## config.mk

```make
export PLATFORM = sky130hd
export DESIGN_NAME = gpr_file
export DESIGN_NICKNAME = d
export VERILOG_FILES = /design/src/rtl/gpr_pkg.sv /design/src/rtl/gpr_src_mux.sv /design/src/rtl/gpr_store.sv /design/src/rtl/gpr_read_port.sv /design/src/rtl/gpr_file.sv
export SDC_FILE = /design/constraint.sdc
export NUM_CORES = 1
export LEC_CHECK = 0
export BUFFER_PORTS_ARGS = -buffer_cell sky130_fd_sc_hd__buf_2
export CAP_MARGIN = 0
export CORE_MARGIN = 1.5
export CORE_UTILIZATION = 25
export DETAILED_ROUTE_END_ITERATION = 16
export MAX_ROUTING_LAYER = met4
export SYNTH_ARGS = -nofsm -noshare
export SYNTH_HDL_FRONTEND = slang
export SYNTH_SLANG_ARGS = --single-unit
export TNS_END_PERCENT = 30
```

## constraint.sdc

```tcl
create_clock -name clk -period 2.95 [get_ports clk]
set_input_delay 0.59 -clock clk [delete_from_list [all_inputs] [get_ports clk]]
set_output_delay 0.59 -clock clk [all_outputs]
set_load 0.005 [all_outputs]
```

## src/rtl/gpr_pkg.sv

```systemverilog
package gpr_pkg;
    typedef enum logic [1:0] {
        SRC_ALU = 2'd0,
        SRC_MEM = 2'd1,
        SRC_IRF = 2'd2,
        SRC_PC  = 2'd3
    } wr_src_e;
endpackage

```

## src/rtl/gpr_src_mux.sv

```systemverilog
module gpr_src_mux
    import gpr_pkg::*;
#(
    parameter int W     = 10,
    parameter int IRF_W = 4,
    parameter int PC_W  = 4
) (
    input  wr_src_e          sel,
    input  logic [W-1:0]     alu_data,
    input  logic [W-1:0]     mem_data,
    input  logic [IRF_W-1:0] ir_field,
    input  logic [PC_W-1:0]  pc_val,
    output logic [W-1:0]     word
);
    localparam int IRF_PAD = W - IRF_W;
    localparam int PC_PAD  = W - PC_W;

    always_comb begin
        unique case (sel)
            SRC_ALU: word = alu_data;
            SRC_MEM: word = mem_data;
            SRC_IRF: word = {{IRF_PAD{1'b0}}, ir_field};
            default: word = {{PC_PAD{1'b0}}, pc_val};
        endcase
    end
endmodule

```

## src/rtl/gpr_store.sv

```systemverilog
module gpr_store #(
    parameter int N  = 4,
    parameter int W  = 10,
    parameter int AW = 2
) (
    input  logic                clk,
    input  logic                rst,
    input  logic                we,
    input  logic [AW-1:0]       waddr,
    input  logic [W-1:0]        wdata,
    output logic [N-1:0][W-1:0] mem
);
    typedef struct packed {
        logic [N-1:0][W-1:0] mem;
    } store_t;

    store_t st_d, st_q;

    always_comb begin
        st_d = st_q;
        if (rst) begin
            st_d.mem = '0;
        end else if (we) begin
            st_d.mem[waddr] = wdata;
        end
    end

    always_ff @(posedge clk) begin
        st_q <= st_d;
    end

    assign mem = st_q.mem;

    AST_WRITE_COMMIT: assert property (@(posedge clk) disable iff (rst)
        we |=> st_q.mem[$past(waddr)] == $past(wdata));

    for (genvar i = 0; i < N; i++) begin : g_entry_chk
        AST_RESET_CLEAR: assert property (@(posedge clk)
            rst |=> st_q.mem[i] == '0);
        AST_HOLD_UNSELECTED: assert property (@(posedge clk) disable iff (rst)
            !(we && (waddr == AW'(i))) |=> $stable(st_q.mem[i]));
    end
endmodule

```

## src/rtl/gpr_read_port.sv

```systemverilog
module gpr_read_port #(
    parameter int N  = 4,
    parameter int W  = 10,
    parameter int AW = 2
) (
    input  logic [N-1:0][W-1:0] mem,
    input  logic [AW-1:0]       addr,
    output logic [W-1:0]        data
);
    always_comb begin
        data = mem[addr];
    end
endmodule

```

## src/rtl/gpr_file.sv

```systemverilog
module gpr_file
    import gpr_pkg::*;
#(
    parameter int N     = 4,
    parameter int W     = 10,
    parameter int IRF_W = 4,
    parameter int PC_W  = 4
) (
    input  logic                 clk,
    input  logic                 rst,
    input  logic                 wr_en,
    input  logic [$clog2(N)-1:0] wr_addr,
    input  logic [1:0]           wr_src,
    input  logic [W-1:0]         alu_data,
    input  logic [W-1:0]         mem_data,
    input  logic [IRF_W-1:0]     ir_field,
    input  logic [PC_W-1:0]      pc_val,
    input  logic [$clog2(N)-1:0] rd_a_addr,
    input  logic [$clog2(N)-1:0] rd_b_addr,
    output logic [W-1:0]         rd_a_data,
    output logic [W-1:0]         rd_b_data
);
    localparam int AW = $clog2(N);

    logic [W-1:0]        wr_word;
    logic [N-1:0][W-1:0] mem;

    gpr_src_mux #(.W(W), .IRF_W(IRF_W), .PC_W(PC_W)) u_mux (
        .sel      (wr_src_e'(wr_src)),
        .alu_data (alu_data),
        .mem_data (mem_data),
        .ir_field (ir_field),
        .pc_val   (pc_val),
        .word     (wr_word)
    );

    gpr_store #(.N(N), .W(W), .AW(AW)) u_store (
        .clk   (clk),
        .rst   (rst),
        .we    (wr_en),
        .waddr (wr_addr),
        .wdata (wr_word),
        .mem   (mem)
    );

    gpr_read_port #(.N(N), .W(W), .AW(AW)) u_rd_a (
        .mem  (mem),
        .addr (rd_a_addr),
        .data (rd_a_data)
    );

    gpr_read_port #(.N(N), .W(W), .AW(AW)) u_rd_b (
        .mem  (mem),
        .addr (rd_b_addr),
        .data (rd_b_data)
    );

    AST_IRF_ZERO_EXT: assert property (@(posedge clk) disable iff (rst)
        (wr_src == 2'd2) |-> (wr_word[W-1:IRF_W] == '0));
    AST_PC_ZERO_EXT: assert property (@(posedge clk) disable iff (rst)
        (wr_src == 2'd3) |-> (wr_word[W-1:PC_W] == '0));
endmodule

```

After elaboration in Yosys (flattened, before gate mapping)
Cells that the tools add are included.
{"block": "op_classes", "magnitude_cmp": 4, "n_eq_ne": 2, "muxes": 8, "n_reduce_logical": 2}
{"operator": "$bmux 10 s2", "count": 2}
{"operator": "$bwmux 40", "count": 1}
{"operator": "$mux 10", "count": 3}
{"operator": "$pmux 10 s3", "count": 1}
{"operator": "$demux 10 s2", "count": 1}
{"operator": "$lt 2x3->1 const B", "count": 3}
{"operator": "$eq 2x1->1 const B", "count": 1}
{"operator": "$eq 2x2->1 const B", "count": 1}
{"operator": "$ge 2x1->1 const B", "count": 1}
{"operator": "$logic_not 2->1", "count": 1}
{"operator": "$logic_and 1x1->1", "count": 1}
{"block": "totals", "out_inout_bits": 20, "input_bits": 39, "wordCells": 20, "reg_bits": 40}

Depth between registers and ports, before layout
Gate-level depths: netlist (run 1).
{"block": "logic_depth", "word_depth": 5, "depth_mapped": 5, "depth_no_buf": 3}

By module
Synthesis (run 1) repeated with hierarchy kept, for this count alone.
{"block": "unflattened", "hier_cells": 186, "area_unflattened_um2": 2269.7}
{"module": "gpr_store", "area_each_um2": 1597.8, "seq_area_each_um2": 800.8, "cells_each": 144, "n_inst": 1}
{"module": "gpr_read_port", "area_each_um2": 241.5, "seq_area_each_um2": 0.0, "cells_each": 12, "n_inst": 2}
{"module": "gpr_src_mux", "area_each_um2": 188.9, "seq_area_each_um2": 0.0, "cells_each": 18, "n_inst": 1}

Least setup slack after synthesis (run 1)
OpenSTA, ideal clock, no wires.
{"block": "synth_path", "kind": "input port to output port", "start": "input port rd_a_addr[0]", "end": "output port rd_a_data[0]", "cell_stages": 2, "arrival_ns": 1.399, "setup_slack_ns": 0.961, "required_time_ns": 2.360, "n_path_buf": 1, "cell_sequence": "buf_2 > mux4_2"}
{"block": "synth_between", "elab_chain_cells": 2}
{"item": "from (decl)", "line": "gpr_file.sv:18", "source": "input logic [$clog2(N)-1:0] rd_a_addr,"}
{"item": "$bmux 10 s2", "line": "gpr_read_port.sv:11", "source": "data = mem[addr];"}
{"item": "$mux 10 (implied by the code)", "line": "gpr_read_port.sv:11"}
{"item": "to (decl)", "line": "gpr_file.sv:20", "source": "output logic [W-1:0] rd_a_data,"}
No other way between the ends. The select of a mux whose other input is x is not followed.

Worst setup path after layout (run 1)
{"block": "layout_path", "start": "input port rd_b_addr[0]", "end": "output port rd_b_data[6]"}
{"block": "layout_between", "elab_chain_cells": 2}
{"item": "from (decl)", "line": "gpr_file.sv:19", "source": "input logic [$clog2(N)-1:0] rd_b_addr,"}
{"item": "$bmux 10 s2", "line": "gpr_read_port.sv:11"}
{"item": "$mux 10 (implied by the code)", "line": "gpr_read_port.sv:11"}
{"item": "to (decl)", "line": "gpr_file.sv:21", "source": "output logic [W-1:0] rd_b_data"}
No other way between the ends. The select of a mux whose other input is x is not followed.

==> metrics.md, run 1 <==
| Metric | Value |
|---|---|
| Status | `finished clean` |
| Register area | `801 um2` |
| Ant diodes | `0` |
| Filler cell count | `884` |
| Core area | `8300 um2` |
| Cell variety after synth | `15` |
| Final Hold Vio Count | `0` |
| Full die area | `9220 um2` |
| WP data required | `2.36 ns` |
| Wirelength, routed | `5930 um` |
| Final nets | `302` |
| WP data arrival | `1.64 ns` |
| Die Width | `96.0 um` |
| Max-Cap Viols | `0` |
| Share of cells above drive strength 1 | `36.4%` |
| Port bufs | `58` |
| Post-Syn Instances | `217` |
| Comb pwr share | `15.2%` |
| Non-filler cells, final | `369` |
| Initial DRC Count | `145` |
| Mean Syn Cell Area | `9.96 um2` |
| Clock Path Buffers | `2` |
| Clock sinks | `40` |
| P_sw | `292 uW` |
| Hold_buf cts | `0` |
| Crit path capture type | `output pin` |
| Dpl cells | `361` |
| Max stage delay on crit path | `0.57 ns` |
| Relative slew slack | `49.2%` |
| First-pass GRT wire length | `9150 um` |
| Final setup TNS | `0 ns` |
| Seq/Total Area, Yosys | `37.0%` |
| Worst slew pin tran | `0.762 ns` |
| Post-route ant nets | `0` |
| CTS clk-pin slew, worst paths | `0.08 ns` |
| Starting Density | `26.1%` |
| Cell Area, Synth | `2160 um2` |
| DR pass1 iterations | `4` |
| Minimum clock period | `2.23 ns` |
| Clock root cell | `clkbuf_8` |
| Mapped Nets | `256` |
| Yosys warns | `0` |
| I/O pins | `59` |
| Post-CTS Setup Bufs | `0` |
| Critical Path Most Common Cell | `buf_2` |
| Vias | `1843` |
| Register bit total from synthesis | `40` |
| Clk_skew | `0 ns` |
| FF-to-FF path depth | `2` |
| Largest register FFs | `40` |
| RSZ-0062 raised after global routing | `no` |
| Post-cts sizing count | `0` |
| Type of origin of the critical path | `input port` |
| Slowest-stage cell, CP | `mux4_2` |
| Hold Crit Depth | `2` |
| Final WS setup | `0.716 ns` |
| # rows | `33` |
| Power Dens Cells | `431 nW/um2` |
| GRT Util Overall | `14.0%` |
| H-Tree Depth | `2` |
| Period utilisation layout | `75.7%` |
| WS Path Type | `in2out` |
| GPL Wtd Cong | `0.746` |
| Switching fraction of total power | `26.1%` |
| Drc violations | `0` |
| CTS tree | `built` |
| Final setup fails | `0` |
| Clk pwr share | `34.2%` |
| Worst vdd ir | `0.200 mV` |
| Worst Hold Class | `reg2reg` |
| Die Ht | `96.0 um` |
| Leak | `0.000950 uW` |
| CP bufs+invs | `2` |
| Clock latency on the worst-skew pair | `0.29 ns` |
| Max Slew Vio Count | `0` |
| Max Freq | `448 MHz` |
| Setup WS pre-CTS | `0.675 ns` |
| Area Growth Syn to Fin | `19.6%` |
| Total CTS buffers | `5` |
| Stages on worst setup path | `3` |
| CP Cell Sequence | `buf_2, mux4_2, buf_2` |
| Largest net degree at the start of global routing | `41` |
| GRT Residual Overflow | `0` |
| Share of power burned in registers | `50.7%` |
| DP HPWL | `4080 um` |
| Critical path peak fanout | `10` |
| Initial antenna violation count | `0` |
| Internal cell power | `824 uW` |
| Via density | `4.99` |
| Top delay family on crit path | `multiplexers` |
| Routed wire length per instance | `16.1 um` |
| Multi-input logic area | `1270 um2` |
| Vias in the first global route | `1764` |
==> tightest hold or removal path: stages (launching register included) <==
cell and delay [ns]:
dfxtp_1 0.32, nand2_1 0.05, a21oi_1 0.05
==> metal layers <==
metal / track usage, % / up-vias / share of wire (%)
li1: - / 882 / -
met1: 18.7 / 899 / 45
met2: 22.2 / 59 / 48
met3: 2.21 / 3 / 6.3
met4: 3.06 / 0 / 0.29
met5: - / - / 0
==> area by class of cell <==
| type | instances | share of cell area, % |
|---|---|---|
| well taps | 105 | 5.08 |
| multi-input cells | 158 | 49.1 |
| flip-flops and latches | 40 | 31.0 |
| clock inverters | 1 | 0.290 |
| repair buffers | 58 | 11.2 |
| clock buffers | 7 | 3.34 |
==> power groups by stage <==
stage / logic (uW) / registers (uW) / clock network, uW
floorplan: 115 / 575 / 0
finish: 169 / 565 / 381
global placement: 169 / 577 / 0
global route: 185 / 568 / 412
CTS: 172 / 565 / 390
detailed placement: 171 / 578 / 0
==> Yosys cell counts <==
cell type  instances  share of area [%]
mux4_2            24                 25
nand3_1            1               0.23
clkbuf_2           1               0.23
or3b_1             1               0.41
nor3b_4            1               0.87
nand2_1           56                9.7
buf_2              9                2.1
buf_6              1               0.52
nand3b_1          26                9.0
dfxtp_1           40                 37
and3b_1            2               0.81
clkbuf_1           8                1.4
a21oi_1           40                9.3
and3_1             1               0.29
mux2_2             6                3.1
==> per-stage QoR <==
stage | total power [uW] | utilization [%] | hold slack, ns | area [um2]
2_1_floorplan | 690 | - | 0.443 | 2160
3_3_place_gp | 746 | 30.0 | 0.449 | 2490
3_5_place_dp | 749 | 30.0 | 0.458 | 2490
4_1_cts | 1130 | 31.2 | 0.470 | 2590
5_1_grt | 1170 | 31.2 | 0.484 | 2590
6_report | 1120 | 31.2 | 0.465 | 2590
==> final timing paths <==
path	to	slack [ns]	startpoint
setup / recovery	rd_b_data[6]	0.72	rd_b_addr[0]
hold / removal	u_store.mem[28]	0.47	u_store.mem[28]
setup reg to reg	u_store.mem[33]	2.30	u_store.mem[33]
hold reg to reg	u_store.mem[28]	0.47	u_store.mem[28]
==> placed cells by master (no fill, tap or decap) <==
cell        instances
nand3_1             1
mux2_2              6
clkbuf_1            1
mux4_2             24
nand3b_1           26
and3b_1             2
clkbuf_8            6
and3_1              1
or3b_1              1
nand2_1            56
dfxtp_1            40
a21oi_1            40
clkinvlp_4          1
buf_2              58
nor3b_4             1
==> cells by family after synthesis <==
group,share of synthesized area [%]
multiplexers,28.1
flip-flops,37.0
buffers and inverters,4.22
AO/OA/AOI/OAI,9.26
AND/OR/NAND/NOR,21.4
No activity file was read; power rests on OpenSTA's default activity.
==> run 2, diff against run 1 <==
Settings changed: ABC_AREA set to 1.
Clock period 2.95 ns to 1.8 ns, I/O delays scaled along.
==> metrics.md, run 2 <==
| Metric | Value |
|---|---|
| Cell Area, Synth | `2160 um2` |
| Mean Syn Cell Area | `6.58 um2` |
| Routed wire length per instance | `13.4 um` |
| Ys async rst share | `0%` |
| Post-CTS Setup Bufs | `0` |
| Max-Cap Viols | `0` |
| Placed cell area | `2560 um2` |
| Worst slew pin tran | `0.406 ns` |
| Clock sinks | `40` |
| Clock latency on the worst-skew pair | `0.29 ns` |
| Total CTS buffers | `5` |
| Critical path peak fanout | `14` |
| I/O pins | `59` |
| Clock root cell | `clkbuf_8` |
| Initial DRC Count | `138` |
| Ant diodes | `0` |
| Power Dens Cells | `778 nW/um2` |
| Max Slew Vio Count | `0` |
| Mapped Nets | `367` |
| Critical path launch point | `rd_a_addr[1]` |
| GRT Residual Overflow | `0` |
| Full die area | `9200 um2` |
| Post-cts sizing count | `0` |
| Most frequent cells in the layout | `nor2_1, buf_2, o21ai_0` |
| Period utilisation layout | `95.0%` |
| First-pass GRT wire length | `10400 um` |
| Post-Syn Instances | `328` |
| WP data required | `1.44 ns` |
| EDFF count, synth | `0` |
| Area leader, netlist | `dfxtp_1` |
| Yosys warns | `0` |
| RSZ-0062 raised after global routing | `no` |
| GPL Wtd Cong | `0.898` |
| Hold_buf cts | `0` |
| CTS clk-pin slew, worst paths | `0.07 ns` |
| Area Growth Syn to Fin | `23.5%` |
| Relative slew slack | `72.9%` |
| H-Tree Depth | `2` |
| Hold Path Origin | `wr_addr[0]` |
| RR Endpoint | `u_store.mem[20]` |
| CTS tree | `built` |
| Reg2reg start | `u_store.mem[20]` |
| Worst vdd ir | `0.276 mV` |
| Initial antenna violation count | `0` |
| Worst hold path endpoint | `u_store.mem[3]` |
| Die Ht | `95.9 um` |
| Commonest cells post-synth | `nor2_1, o21ai_0, a21oi_1, dfxtp_1, nand2_1` |
| Leak | `0.00121 uW` |
| Commonest non-fill, non-tap cell in the layout | `nor2_1` |
| Final Instance Area | `2670 um2` |
| Share of cells above drive strength 1 | `21.6%` |
| Via density | `4.87` |
| WP data arrival | `1.35 ns` |
| Most frequent cell after synthesis | `nor2_1` |
| Clk_skew | `0 ns` |
| Synth top area share | `37.1%` |
| DP HPWL | `5000 um` |
| Crit path capture type | `output pin` |
| Top FF cell, synth | `dfxtp_1` |
| Largest register FFs | `40` |
| Clock Path Buffers | `2` |
| Port bufs | `58` |
| # rows | `33` |
| Final nets | `423` |
| Register bit total from synthesis | `40` |
| Status | `finished clean` |
| Non-filler cells, final | `490` |
| Post-route ant nets | `0` |
| Hold Crit Depth | `3` |
| Final setup fails | `0` |
| Minimum clock period | `1.71 ns` |
| Vias | `2387` |
| DR pass1 iterations | `4` |
| Largest net degree at the start of global routing | `41` |
| Max Freq | `585 MHz` |
| Cell variety after synth | `18` |
| Wirelength, routed | `6550 um` |
| Starting Density | `26.0%` |
| R2r setup slk | `1.13 ns` |
| Dpl cells | `482` |
| Core area | `8300 um2` |
| GRT Util Overall | `15.3%` |
| Seq/Total Area, Yosys | `37.1%` |
| Final setup TNS | `0 ns` |
| Drc violations | `0` |
| FF-to-FF path depth | `2` |
| Die Width | `95.9 um` |
| Vias in the first global route | `2129` |
| WS Path Type | `in2out` |
| Type of origin of the critical path | `input port` |
| Top cells by area, synth | `dfxtp_1, nor2_1, o21ai_0, a21oi_1, o21ai_1` |
| Fin util | `32.1%` |
| Worst Hold Class | `in2reg` |
| Final Hold Vio Count | `0` |
## run 2: cell count changes after synthesis, moves of 4 or more
cell / delta
o21ai_1: +25
o22ai_1: +12
buf_2: -8
clkbuf_1: +4
nand2_1: -27
nor2_1: +72
inv_1: +14
nand3b_1: -26
inv_2: +4
mux2_2: -6
mux4_2: -24
nand3_1: +13
or2_0: +4
o21ai_0: +51
## run 2: routing by layer
| metal | wire [um] | track usage, % |
|---|---|---|
| met1 | 3210 | 20.8 |
| met2 | 2870 | 22.9 |
| met3 | 396 | 2.92 |
| met4 | 70 | 4.78 |
| met5 | 0 | - |
## run 2: through the flow
stage / setup slack [ns] / hold WS (ns) / power [uW]
2_1_floorplan: 0.476 / 0.473 / 1210
3_3_place_gp: 0.158 / 0.496 / 1370
3_5_place_dp: 0.103 / 0.513 / 1370
4_1_cts: 0.0971 / 0.460 / 2090
5_1_grt: 0.00711 / 0.457 / 2180
6_report: 0.0905 / 0.460 / 2070
## run 2: area by class of cell
cell class	count	area, um2
timing repair buffer	67	370
inverter	18	67.6
fill	910	5630
clock inverter	2	35.0
multi-input combinational	252	1190
sequential	40	801
clock buffer	6	72.6
tap	105	131
## run 2: how the worst max path moves through the flow
stage | end | cells past startpoint
after detailed placement | rd_a_data[2] | 6
after global routing | rd_b_data[2] | 6
after global placement | rd_b_data[2] | 6
final | rd_a_data[2] | 6
after CTS | rd_a_data[2] | 6
after floorplan | rd_a_data[5] | 4
## run 2: power breakdown
part	leakage (uW)	switching, uW	internal, uW
Sequential	0.000327	36.9	931
Clock	0.0000552	311	411
Combinational	0.000832	231	154
## run 2: critical path, stage by stage
cell and delay, ns:
buf_2 0.13, inv_1 0.32, o21ai_0 0.19, a21oi_1 0.16, a21oi_1 0.06, buf_2 0.13
## run 2: cells by family (layout without fill, tap and decap cells)
| family | after synthesis | after routing | synth area share (%) |
|---|---|---|---|
| compound gates | 128 | 128 | 30.4 |
| simple gates | 124 | 124 | 24.6 |
| flops | 40 | 40 | 37.1 |
| buf+inv | 36 | 93 | 7.88 |
==> run 3, diff against run 2 <==
Settings changed: CORE_UTILIZATION 25 to 40, CTS_CLUSTER_DIAMETER set to 150, GPL_ROUTABILITY_DRIVEN set to 0, PLACE_DENSITY set to 0.66.
==> metrics.md, run 3 (synthesized netlist as in run 2, its figures left out) <==
| Metric | Value |
|---|---|
| Power Total | `1940 uW` |
| Wirelength, routed | `6020 um` |
| Worst Hold Class | `in2reg` |
| Total CTS buffers | `5` |
| Post-cts sizing count | `0` |
| Reg2reg start | `u_store.mem[30]` |
| Clk pwr share | `30.7%` |
| Die Width | `76.5 um` |
| Final setup fails | `0` |
| Clk_skew | `0 ns` |
| # rows | `26` |
| Hold_buf cts | `0` |
| Ant diodes | `0` |
| Period utilisation layout | `90.8%` |
| Commonest non-fill, non-tap cell in the layout | `nor2_1` |
| DP HPWL | `4330 um` |
| Critical path launch point | `rd_b_addr[1]` |
| WP data arrival | `1.28 ns` |
| Share of power burned in registers | `49.8%` |
| RR Endpoint | `u_store.mem[30]` |
| Starting Density | `42.0%` |
| Drc violations | `0` |
| Via density | `5.28` |
| Post-route ant nets | `0` |
| WP data required | `1.44 ns` |
| Status | `finished clean` |
| Final nets | `420` |
| Worst slew pin tran | `0.365 ns` |
| Met2 Routed Length | `2520 um` |
| Leak | `0.00119 uW` |
| Die Ht | `76.5 um` |
| Routed wl met3 | `465 um` |
| Post-CTS Setup Bufs | `0` |
| Type of origin of the critical path | `input port` |
| Area Growth Syn to Fin | `20.1%` |
| Max-Cap Viols | `0` |
| Worst vdd ir | `0.267 mV` |
| H-Tree Depth | `2` |
| CP Capture Point | `rd_b_data[1]` |
| Minimum clock period | `1.64 ns` |
| Critical path peak fanout | `14` |
| Largest register FFs | `40` |
| R2r setup slk | `1.11 ns` |
| DR pass1 iterations | `5` |
| CTS clk-pin slew, worst paths | `0.08 ns` |
| Vias | `2388` |
| I/O pins | `59` |
| GRT Residual Overflow | `0` |
| FF-to-FF path depth | `2` |
| Initial DRC Count | `197` |
| Final Hold Vio Count | `0` |
| Placed cell area | `2500 um2` |
| Share of cells above drive strength 1 | `20.9%` |
| Crit path capture type | `output pin` |
| Clock Path Buffers | `2` |
| Port bufs | `58` |
| Clock sinks | `40` |
| DRT met1 WL | `3000 um` |
| First-pass GRT wire length | `10100 um` |
| Initial antenna violation count | `0` |
| Max Slew Vio Count | `0` |
| Vias in the first global route | `2091` |
| Core area | `5140 um2` |
| Max layer used | `met4` |
| Routed wire length per instance | `13.3 um` |
| RSZ-0062 raised after global routing | `no` |
| Switching fraction of total power | `30.0%` |
| Clock root cell | `clkbuf_8` |
| WS Path Type | `in2out` |
| Fin util | `50.4%` |
| Final setup TNS | `0 ns` |
| CTS tree | `built` |
| Max Freq | `612 MHz` |
| Final Instance Area | `2590 um2` |
| P_sw | `581 uW` |
| Most frequent cells in the layout | `nor2_1, buf_2, o21ai_0` |
| Full die area | `5850 um2` |
| GRT Util Overall | `21.7%` |
| Comb pwr share | `19.5%` |
| Internal cell power | `1360 uW` |
| Power Dens Cells | `749 nW/um2` |
| Largest net degree at the start of global routing | `41` |
| Relative slew slack | `75.7%` |
| Clock latency on the worst-skew pair | `0.29 ns` |
==> run 3: cell types whose count changed in the layout (fill, tap and decap cells not counted), sizes merged <==
cell,before,now
clkinvlp,0,1
buf,67,64
bufinv,1,0
==> run 3: through the flow <==
stage          std cells  worst slack, ns  hold slack (ns)
2_1_floorplan        328            0.476            0.473
3_3_place_gp         444            0.205            0.500
5_1_grt              452           0.0352            0.460
6_report             452            0.165            0.446
4_1_cts              452            0.188            0.445
3_5_place_dp         444            0.187            0.512
==> run 3: worst min-delay path by stage <==
stage	start	end	slack [ns]	cells after the start
finish	wr_addr[1]	u_store.mem[0]	0.45	3
global route	wr_addr[1]	u_store.mem[0]	0.46	3
CTS	wr_addr[1]	u_store.mem[0]	0.45	3
detailed placement	u_store.mem[29]	u_store.mem[29]	0.51	2
global placement	u_store.mem[29]	u_store.mem[29]	0.50	2
floorplan	u_store.mem[14]	u_store.mem[14]	0.47	2
==> run 3: routing by layer <==
layer | global-route usage [%] | vias up
met4 | 4.63 | 0
met1 | 31.1 | 1042
met3 | 4.43 | 6
met2 | 31.5 | 122
met5 | - | -
li1 | - | 1218
==> run 3: cell type report <==
cell class | instances | area [um2]
Fill cell | 550 | 2550
Clock inverter | 2 | 16.3
Sequential cell | 40 | 801
Timing Repair Buffer | 64 | 360
Inverter | 18 | 67.6
Tap cell | 70 | 87.6
Clock buffer | 6 | 72.6
Multi-Input combinational cell | 252 | 1190
==> run 3: power by group through the flow <==
stage                     Clock [uW]  Combinational (uW)  Sequential (uW)
final                            595                 379              966
after global routing             642                 429              972
after detailed placement           0                 376              984
after CTS                        607                 377              965
after global placement             0                 371              985
after floorplan                    0                 232              973
==> run 3: worst max-delay path, stage by stage <==
cell     delay (ns)
buf_2          0.14
inv_1          0.29
o21ai_0        0.17
a21oi_1        0.14
a21oi_1        0.05
buf_2          0.12
